File: config.mk
export PLATFORM = sky130hd
export DESIGN_NAME = nand_ebc_top
export DESIGN_NICKNAME = d
export VERILOG_FILES = /design/src/rtl/nand_ebc_pkg.sv /design/src/rtl/nand_ebc_seq.sv /design/src/rtl/nand_ebc_pins.sv /design/src/rtl/nand_ebc_rdy.sv /design/src/rtl/nand_ebc_top.sv
export SDC_FILE = /design/constraint.sdc
export NUM_CORES = 1
export LEC_CHECK = 0
export BUFFER_PORTS_ARGS = -buffer_cell sky130_fd_sc_hd__buf_2
export CAP_MARGIN = 20
export CORE_MARGIN = 2
export CORE_UTILIZATION = 35
export DETAILED_ROUTE_END_ITERATION = 6
export PLACE_DENSITY = 0.64
export RECOVER_POWER = 25
export SLEW_MARGIN = 20
export SYNTH_ARGS = -nofsm -noshare
export SYNTH_HDL_FRONTEND = slang
export SYNTH_SLANG_ARGS = --single-unit
File: constraint.sdc
create_clock -name clk -period 2.3 [get_ports clk]
set_input_delay 0.115 -clock clk [delete_from_list [all_inputs] [get_ports clk]]
set_output_delay 0.115 -clock clk [all_outputs]
set_load 0.05 [all_outputs]
File: src/rtl/nand_ebc_pkg.sv
package nand_ebc_pkg;
  // fixed positions of the packed timing word
  localparam int WS_LSB  = 26;
  localparam int WS_W    = 4;
  localparam int WST_LSB = 20;
  localparam int WST_W   = 6;
  localparam int WH_LSB  = 17;
  localparam int WH_W    = 3;
  localparam int RS_LSB  = 13;
  localparam int RS_W    = 4;
  localparam int RST_LSB = 7;
  localparam int RST_W   = 6;
  localparam int RH_LSB  = 4;
  localparam int RH_W    = 3;
  localparam int TA_LSB  = 2;
  localparam int TA_W    = 2;

  // counter wide enough for the widest field
  localparam int PH_W = (WST_W > RST_W) ? WST_W : RST_W;

  typedef enum logic [2:0] {
    PH_IDLE,
    PH_TURN,
    PH_SETUP,
    PH_STROBE,
    PH_HOLD
  } phase_e;

  typedef struct packed {
    logic [PH_W-1:0] turn;
    logic [PH_W-1:0] setup;
    logic [PH_W-1:0] strobe;
    logic [PH_W-1:0] hold;
  } phase_len_t;

  function automatic phase_len_t pick_len(input logic [31:0] w, input logic wr);
    phase_len_t l;
    l.turn = PH_W'(w[TA_LSB +: TA_W]);
    if (wr) begin
      l.setup  = PH_W'(w[WS_LSB  +: WS_W]);
      l.strobe = PH_W'(w[WST_LSB +: WST_W]);
      l.hold   = PH_W'(w[WH_LSB  +: WH_W]);
    end else begin
      l.setup  = PH_W'(w[RS_LSB  +: RS_W]);
      l.strobe = PH_W'(w[RST_LSB +: RST_W]);
      l.hold   = PH_W'(w[RH_LSB  +: RH_W]);
    end
    return l;
  endfunction
endpackage

File: src/rtl/nand_ebc_seq.sv
module nand_ebc_seq
  import nand_ebc_pkg::*;
(
  input  logic       clk,
  input  logic       rst_n,
  input  logic       start,
  input  logic       start_wr,
  input  phase_len_t len_in,
  output phase_e     phase,
  output logic       last
);
  phase_len_t      len_q;
  logic [PH_W-1:0] cnt;
  logic            wr_q;
  logic            prev_rd;

  assign last = (cnt == '0);

  always_ff @(posedge clk or negedge rst_n) begin
    if (!rst_n) begin
      phase   <= PH_IDLE;
      cnt     <= '0;
      len_q   <= '0;
      wr_q    <= 1'b0;
      prev_rd <= 1'b0;
    end else begin
      case (phase)
        PH_IDLE: begin
          if (start) begin
            len_q <= len_in;
            wr_q  <= start_wr;
            if (start_wr && prev_rd) begin
              phase <= PH_TURN;
              cnt   <= len_in.turn;
            end else begin
              phase <= PH_SETUP;
              cnt   <= len_in.setup;
            end
          end
        end
        PH_TURN: begin
          if (!last) cnt <= cnt - 1'b1;
          else begin
            phase <= PH_SETUP;
            cnt   <= len_q.setup;
          end
        end
        PH_SETUP: begin
          if (!last) cnt <= cnt - 1'b1;
          else begin
            phase <= PH_STROBE;
            cnt   <= len_q.strobe;
          end
        end
        PH_STROBE: begin
          if (!last) cnt <= cnt - 1'b1;
          else begin
            phase <= PH_HOLD;
            cnt   <= len_q.hold;
          end
        end
        PH_HOLD: begin
          if (!last) cnt <= cnt - 1'b1;
          else begin
            phase   <= PH_IDLE;
            prev_rd <= !wr_q;
          end
        end
        default: phase <= PH_IDLE;
      endcase
    end
  end
endmodule

File: src/rtl/nand_ebc_pins.sv
module nand_ebc_pins
  import nand_ebc_pkg::*;
#(
  parameter int DATA_W = 8
) (
  input  logic              clk,
  input  logic              rst_n,
  input  logic              load,
  input  logic              load_wr,
  input  logic              load_cle,
  input  logic              load_ale,
  input  logic [DATA_W-1:0] load_data,
  input  phase_e            phase,
  input  logic              last,
  input  logic [DATA_W-1:0] dq_in,
  output logic              ce_n,
  output logic              we_n,
  output logic              re_n,
  output logic              cle,
  output logic              ale,
  output logic [DATA_W-1:0] dq_out,
  output logic              dq_oe,
  output logic [DATA_W-1:0] rdata
);
  logic              wr_q;
  logic              cle_q;
  logic              ale_q;
  logic [DATA_W-1:0] wdata_q;
  logic [DATA_W-1:0] rdata_q;
  logic              active;
  logic              strobe;

  assign active = (phase == PH_SETUP) || (phase == PH_STROBE) || (phase == PH_HOLD);
  assign strobe = (phase == PH_STROBE);

  always_ff @(posedge clk or negedge rst_n) begin
    if (!rst_n) begin
      wr_q    <= 1'b0;
      cle_q   <= 1'b0;
      ale_q   <= 1'b0;
      wdata_q <= '0;
      rdata_q <= '0;
    end else begin
      if (load) begin
        wr_q    <= load_wr;
        cle_q   <= load_cle;
        ale_q   <= load_ale;
        wdata_q <= load_data;
      end
      if (strobe && last && !wr_q) rdata_q <= dq_in;
    end
  end

  assign ce_n   = !active;
  assign we_n   = !(strobe && wr_q);
  assign re_n   = !(strobe && !wr_q);
  assign cle    = active && cle_q;
  assign ale    = active && ale_q;
  assign dq_oe  = active && wr_q;
  assign dq_out = wdata_q;
  assign rdata  = rdata_q;
endmodule

File: src/rtl/nand_ebc_rdy.sv
module nand_ebc_rdy (
  input  logic clk,
  input  logic rst_n,
  input  logic rb,
  output logic rdy_q
);
  always_ff @(posedge clk or negedge rst_n) begin
    if (!rst_n) rdy_q <= 1'b0;
    else        rdy_q <= rb;
  end
endmodule

File: src/rtl/nand_ebc_top.sv
module nand_ebc_top
  import nand_ebc_pkg::*;
#(
  parameter int ADDR_W  = 16,
  parameter int DATA_W  = 8,
  parameter int CLE_BIT = 4,
  parameter int ALE_BIT = 3
) (
  input  logic              clk,
  input  logic              rst_n,
  input  logic [31:0]       cfg_timing,
  input  logic              cfg_nand_en,
  input  logic              req_valid,
  output logic              req_ready,
  input  logic              req_write,
  input  logic [ADDR_W-1:0] req_addr,
  input  logic [DATA_W-1:0] req_wdata,
  output logic              rsp_valid,
  output logic [DATA_W-1:0] rsp_rdata,
  output logic              rdy_status,
  output logic              nand_ce_n,
  output logic              nand_we_n,
  output logic              nand_re_n,
  output logic              nand_cle,
  output logic              nand_ale,
  output logic [DATA_W-1:0] nand_dq_out,
  output logic              nand_dq_oe,
  input  logic [DATA_W-1:0] nand_dq_in,
  input  logic              nand_rb
);
  phase_e     phase;
  logic       last;
  logic       fire;
  phase_len_t len_in;
  logic       addr_unused;
  logic       cfg_unused;

  // address bits other than the two latch selects carry no meaning here
  assign addr_unused = ^{req_addr[ADDR_W-1:CLE_BIT+1], req_addr[ALE_BIT-1:0]};
  assign cfg_unused  = ^{cfg_timing[31:30], cfg_timing[1:0]};

  assign req_ready = (phase == PH_IDLE) && cfg_nand_en;
  assign fire      = req_valid && req_ready;
  assign len_in    = pick_len(cfg_timing, req_write);
  assign rsp_valid = (phase == PH_HOLD) && last;

  nand_ebc_seq u_seq (
    .clk      (clk),
    .rst_n    (rst_n),
    .start    (fire),
    .start_wr (req_write),
    .len_in   (len_in),
    .phase    (phase),
    .last     (last)
  );

  nand_ebc_pins #(.DATA_W(DATA_W)) u_pins (
    .clk       (clk),
    .rst_n     (rst_n),
    .load      (fire),
    .load_wr   (req_write),
    .load_cle  (req_addr[CLE_BIT]),
    .load_ale  (req_addr[ALE_BIT]),
    .load_data (req_wdata),
    .phase     (phase),
    .last      (last),
    .dq_in     (nand_dq_in),
    .ce_n      (nand_ce_n),
    .we_n      (nand_we_n),
    .re_n      (nand_re_n),
    .cle       (nand_cle),
    .ale       (nand_ale),
    .dq_out    (nand_dq_out),
    .dq_oe     (nand_dq_oe),
    .rdata     (rsp_rdata)
  );

  nand_ebc_rdy u_rdy (
    .clk   (clk),
    .rst_n (rst_n),
    .rb    (nand_rb),
    .rdy_q (rdy_status)
  );
endmodule

==> results.cfg, run 1 <==
[die]
design.die.area_um2 = 7775
io_pins = 95
fp.coreArea_um2 = 6832
initial_utilization = 0.3630
die_y_um = 88.18
rows = 30
die_w_um = 88.18

[timing]
slew_viol_final = 0
rsz0062_at_grt = false
hold_violations = 0
fin_crit_ns = 2.177
worst_pin_slew_ns = 1.029
finalSetupViolCount = 0
timing.slew.headroom = 0.3138
period_share = 0.9464
fin_setup_tns_ns = 0
setup_ws_ns = 0.1233
fmaxAchievable_mhz = 459.4
skew_ns = 0.005629

[critical_path]
r2r-start = u_seq.cnt[0]
worstSetupStartpointType = flip-flop
r2r_slack_ns = 0.18
critPathArrivalTime_ns = 2.06
cp_common_cell = nor2b_1
worst_path_largest_cell_delay_ns = 0.65
end_kind = output port
r2r-end = u_pins.rdata[2]
worst_ep_required_time_ns = 2.18
cp_max_fo = 12
cp_slowest_cell = dfrtp_1
reg2reg_depth = 6
crit_type = flip-flop to output port
cp_cell_sequence = buf_4 > nor2b_1 > nor2_1 > nor2b_1 > buf_2

[hold_path]
worstHoldPathType = input port to flip-flop
holdPathStages = 3
hold-path-endpoint = u_pins.ale_q
hold_start = req_addr[3]

[global_route]
met2_usage = 0.2864
grt_util_met1 = 0.2301
grt_overflow = 0
antenna_found_initial = 0
met3_usage = 0.02922
grt_pass1_vias = 2097
grt_max_degree = 31
grt_pass1_wl_um = 10430
grt_usage = 0.1717
grt.busiest_layer = met2

[detailed_routing]
vias_per_cell = 5.047
drt_iter0_drc = 143
dr_total_vias = 2276
postRouteWirelength_um = 6657
drcViolationCount = 0
dr.pass1.iters = 4
postRouteAntennaNets = 0
routedWlPerCell_um = 14.76

[clock_tree]
postCtsResizedCells = 0
cts_tree = done
clk_pin_slew_worst_paths_ns = 0.09
cts_sinks = 44
cts.htree.levels = 2
root_buffer = clkbuf_8
insertion_delay_ns = 0.30
cts_max_path_buffers = 2
cts_made_buffers = 5

[power_and_ir_drop]
ir_worst_vdd_mv = 0.4981
p_leak_nw = 1.602
power_density_nw_per_um2 = 1327

[place]
gp_congestion = 0.8798
dpl.hpwl_um = 4993
dpl_worst_slack_ns = 0.2066
portBuffers = 76
place_inst = 435

[finish]
final_layout_size_suffix_gt1_frac = 0.3352
diodes = 0
stdcell_count = 451
n_fill_cell = 696
mostFrequentLayoutCells = 75 x buf_2, 55 x nand2_1, 44 x dfrtp_1
area_growth_pct = 30.58
final_common_cell = buf_2
multiInputGateArea_um2 = 1286
seq_area_um2 = 1101
finalNetCount = 426

[outcome]
status = finished, final reports clean

[synthesis]
yosysSeqAreaShare = 0.4440
yosysUniqueCellTypes = 57
ys_ff_latch = 44
netlist_instances = 260
synth_area_leader_cell = dfrtp_1
syn_area_um2 = 2480
synth_edf_count = 0
yosysWarnings = 0
synthesis.nets = 332
ys.flop_type = dfrtp_1
syn_area_per_cell_um2 = 9.538
yosysTopAreaCellShare = 0.4440
ys_top_cells_by_area = dfrtp_1 44%, nand2_1 8.3%, mux2i_1 5.2%, mux2_4 4.8%, o21ai_0 3.6%
synthArstFlopShare = 1.000

[job]
drv_cap = 0
stage by stage:
| step | total power [mW] | hold WS, ns | cell area [um^2] | utilization |
|---|---|---|---|---|
| CTS | 4.303 | 0.00002134 | 3227 | 0.4723 |
| global placement | 3.626 | 0.02976 | 3045 | 0.4458 |
| detailed placement | 3.656 | 0.03424 | 3045 | 0.4458 |
| floorplan | 3.031 | -0.1806 | 2480 | - |
| finish | 4.296 | 0.002824 | 3238 | 0.4740 |
| global route | 4.559 | 0.003008 | 3238 | 0.4740 |
sequential cells by signal, indices dropped and copies added, names as in the netlist, 3 cells and up:
| register | flops |
|---|---|
| u_pins.dq_out | 8 |
| u_pins.rdata | 8 |
| u_seq.cnt | 6 |
| u_seq.len_q | 13 |
| u_seq.phase | 3 |
repair_timing:
action                                 in CTS  in global routing
setup buffers                               0                  0
hold buffers                                6                  2
endpoints found under the hold margin      16                  2
where the power goes:
group | internal (mW) | leakage [nW] | switching (mW) | total (mW)
clock network | 0.355 | 0.0614 | 0.280 | 0.635
registers | 1.12 | 0.541 | 0.298 | 1.42
logic | 0.801 | 0.999 | 1.44 | 2.24
cells in the mapped netlist (3+ instances only):
cell type / n
nand2_1: 55
dfrtp_1: 44
o21ai_0: 18
mux2i_1: 13
a21oi_1: 9
nor2_1: 9
a211oi_1: 8
clkbuf_1: 8
mux2_4: 8
inv_1: 6
nor2b_1: 6
buf_2: 5
a31oi_1: 4
nand3_1: 4
nor3_1: 4
nor3b_1: 4
a32oi_1: 3
or3_1: 3
routing by layer:
| layer | share of wire | up-vias |
|---|---|---|
| met5 | 0 | - |
| met4 | 0.014 | 0 |
| met3 | 0.038 | 6 |
| met2 | 0.51 | 61 |
| met1 | 0.44 | 1079 |
| li1 | - | 1130 |
layout make-up:
cell class	instances	share of cell area
multi-input cells	195	0.3972
repair buffers	102	0.1812
clock buffers	6	0.02550
flip-flops and latches	44	0.3400
well taps	96	0.03709
inverters	6	0.006955
clock inverters	2	0.01198
critical path, delay by kind of cell, from the launching register on:
| kind | cells | cell delay [ns] |
|---|---|---|
| AND/OR/NAND/NOR | 3 | 0.61 |
| buffers and inverters | 2 | 0.50 |
| flip-flops | 1 | 0.65 |
kinds of logic after synthesis:
logic type,synth area share
adders and majority gates,0.01009
AOI/OAI and AO/OA,0.1857
muxes,0.1009
DFF,0.4440
and+or+nand+nor,0.2150
xor gates and xnor gates,0.007065
buffers and inverters,0.03733
how the worst max path moves through the flow:
| stage | start | endpoint | slack, ns | cells past startpoint |
|---|---|---|---|---|
| finish | u_seq.phase[1] | nand_dq_oe | 0.12 | 5 |
| global route | u_seq.phase[1] | nand_cle | 0.02 | 5 |
| CTS | u_seq.phase[1] | nand_dq_oe | 0.16 | 5 |
| detailed placement | u_seq.cnt[0] | u_pins.rdata[2] | 0.21 | 6 |
| global placement | u_seq.cnt[0] | u_pins.rdata[3] | 0.27 | 6 |
| floorplan | u_seq.phase[0] | nand_ale | 0.006 | 4 |
Power figures use the tool's default switching activity.
==> run 2, diff against run 1 <==
- MAX_ROUTING_LAYER: not set -> met4
==> run 2 against run 1 <==
Global-route usage is 0.25 points higher. Clock-buffer cell count is 1 lower. Routed wire length is 5.7% lower. Final cell count is 1.6% lower. Register-to-register slack better by 0.07 ns. Final area is 2.9% lower. Via count is 1.3% lower. Largest power group unchanged. Utilization is 1.4 points lower. Non-clock buffer count is 6 lower. Highest routed layer unchanged. Setup slack better by 0.022 ns. Critical path type unchanged.
==> results.cfg, run 2 (synthesis results as in run 1) <==
[critical_path]
end_kind = output port
crit_type = flip-flop to output port
r2r-end = u_pins.rdata[0]
cp_max_fo = 17
cp_cell_sequence = or3b_2 > buf_4 > nor2_1 > buf_2
cp_slowest_cell = dfrtp_1
worst_path_largest_cell_delay_ns = 0.60
r2r_slack_ns = 0.25
critPathArrivalTime_ns = 2.04
worstSetupStartpointType = flip-flop
reg2reg_depth = 6
worst_ep_required_time_ns = 2.18
r2r-start = u_seq.cnt[0]

[power_and_ir_drop]
total_power_mw = 4.091
ir_worst_vdd_mv = 0.5304
power_density_nw_per_um2 = 1301
p_leak_nw = 1.545

[clock_tree]
postCtsResizedCells = 0
clk_pin_slew_worst_paths_ns = 0.08
postCtsSetupRepairBufs = 0
cts_max_path_buffers = 2
cts_hold_repair.buffers = 4
cts_made_buffers = 5
cts_sinks = 44
insertion_delay_ns = 0.30
cts_tree = done
root_buffer = clkbuf_8
cts.htree.levels = 2

[detailed_routing]
vias_per_cell = 5.061
routedWlPerCell_um = 14.14
postRouteAntennaNets = 0
drcViolationCount = 0
dr_total_vias = 2247
drt_iter0_drc = 174
dr.pass1.iters = 4
postRouteWirelength_um = 6280

[finish]
mostFrequentLayoutCells = 70 x buf_2, 55 x nand2_1, 44 x dfrtp_1
largest_register = u_seq.len_q
largest_reg_flops = 13
finalNetCount = 420
area_growth_pct = 26.79
final_layout_size_suffix_gt1_frac = 0.3247
multiInputGateArea_um2 = 1286
final_common_cell = buf_2
seq_area_um2 = 1101
final_area_um2 = 3144
diodes = 0
n_fill_cell = 706

[die]
fp.coreArea_um2 = 6832
die_w_um = 88.18
initial_utilization = 0.3630
rows = 30
design.die.area_um2 = 7775
io_pins = 95
die_y_um = 88.18

[job]
drv_cap = 0

[timing]
hold_ws_ns = 0.003019
fin_setup_tns_ns = 0
slew_viol_final = 0
worst_pin_slew_ns = 1.280
finalSetupViolCount = 0
rsz0062_at_grt = false
hold_violations = 0
skew_ns = 0.002692
period_share = 0.9370
timing.slew.headroom = 0.1465
setup_ws_ns = 0.1450
fmaxAchievable_mhz = 464.0
fin_crit_ns = 2.155

[place]
dpl.hpwl_um = 4755
dpl_worst_slack_ns = 0.2521
portBuffers = 76
gp_congestion = 0.9076
placed_area_um2 = 3030

[global_route]
grt_pass1_wl_um = 10360
antenna_found_initial = 0
grt_usage = 0.1741
grt_pass1_vias = 2176
grt_overflow = 0
grt_max_degree = 31

[hold_path]
holdPathStages = 3
hold-path-endpoint = u_pins.ale_q
hold_start = req_addr[3]
worstHoldPathType = input port to flip-flop

[outcome]
status = finished, final reports clean
[run 2: cell type report]
cell class,instances,share of cell area
Multi-Input combinational cell,195,0.4091
Sequential cell,44,0.3502
Timing Repair Buffer,96,0.1695
Tap cell,96,0.03820
Clock buffer,5,0.02189
Inverter,6,0.007163
Clock inverter,2,0.003979
[run 2: where the power goes]
group	total, mW	internal (mW)	switching, mW
registers	1.43	1.12	0.304
logic	2.19	0.777	1.41
clock network	0.478	0.206	0.272
[run 2: worst max-delay path by stage]
stage | start | endpoint | slack [ns]
finish | u_seq.phase[1] | rsp_valid | 0.14
global route | u_seq.phase[1] | rsp_valid | 0.09
CTS | u_seq.phase[1] | rsp_valid | 0.15
detailed placement | u_seq.cnt[0] | u_pins.rdata[1] | 0.25
global placement | u_seq.cnt[0] | u_pins.rdata[7] | 0.29
floorplan | u_seq.phase[0] | nand_ale | 0.006
[run 2: worst max-delay path: cells and delay by family, from the launching register on]
kind	cells	cell delay, ns
buffers and inverters	2	0.46
and+or+nand+nor	2	0.68
DFF	1	0.60
[run 2: per-layer routing]
layer | track usage | share of wire | vias up | routed length, um
met4 | 0.05234 | 0.018 | 0 | 115
met5 | - | 0 | - | 0
li1 | - | - | 1113 | -
met2 | 0.2775 | 0.48 | 72 | 3025
met3 | 0.03205 | 0.055 | 12 | 345
met1 | 0.2260 | 0.44 | 1050 | 2794
[run 2: metrics by stage]
| step | utilization | instances |
|---|---|---|
| floorplan | - | 260 |
| global placement | 0.4436 | 433 |
| detailed placement | 0.4436 | 433 |
| CTS | 0.4614 | 444 |
| global route | 0.4603 | 444 |
| finish | 0.4603 | 444 |
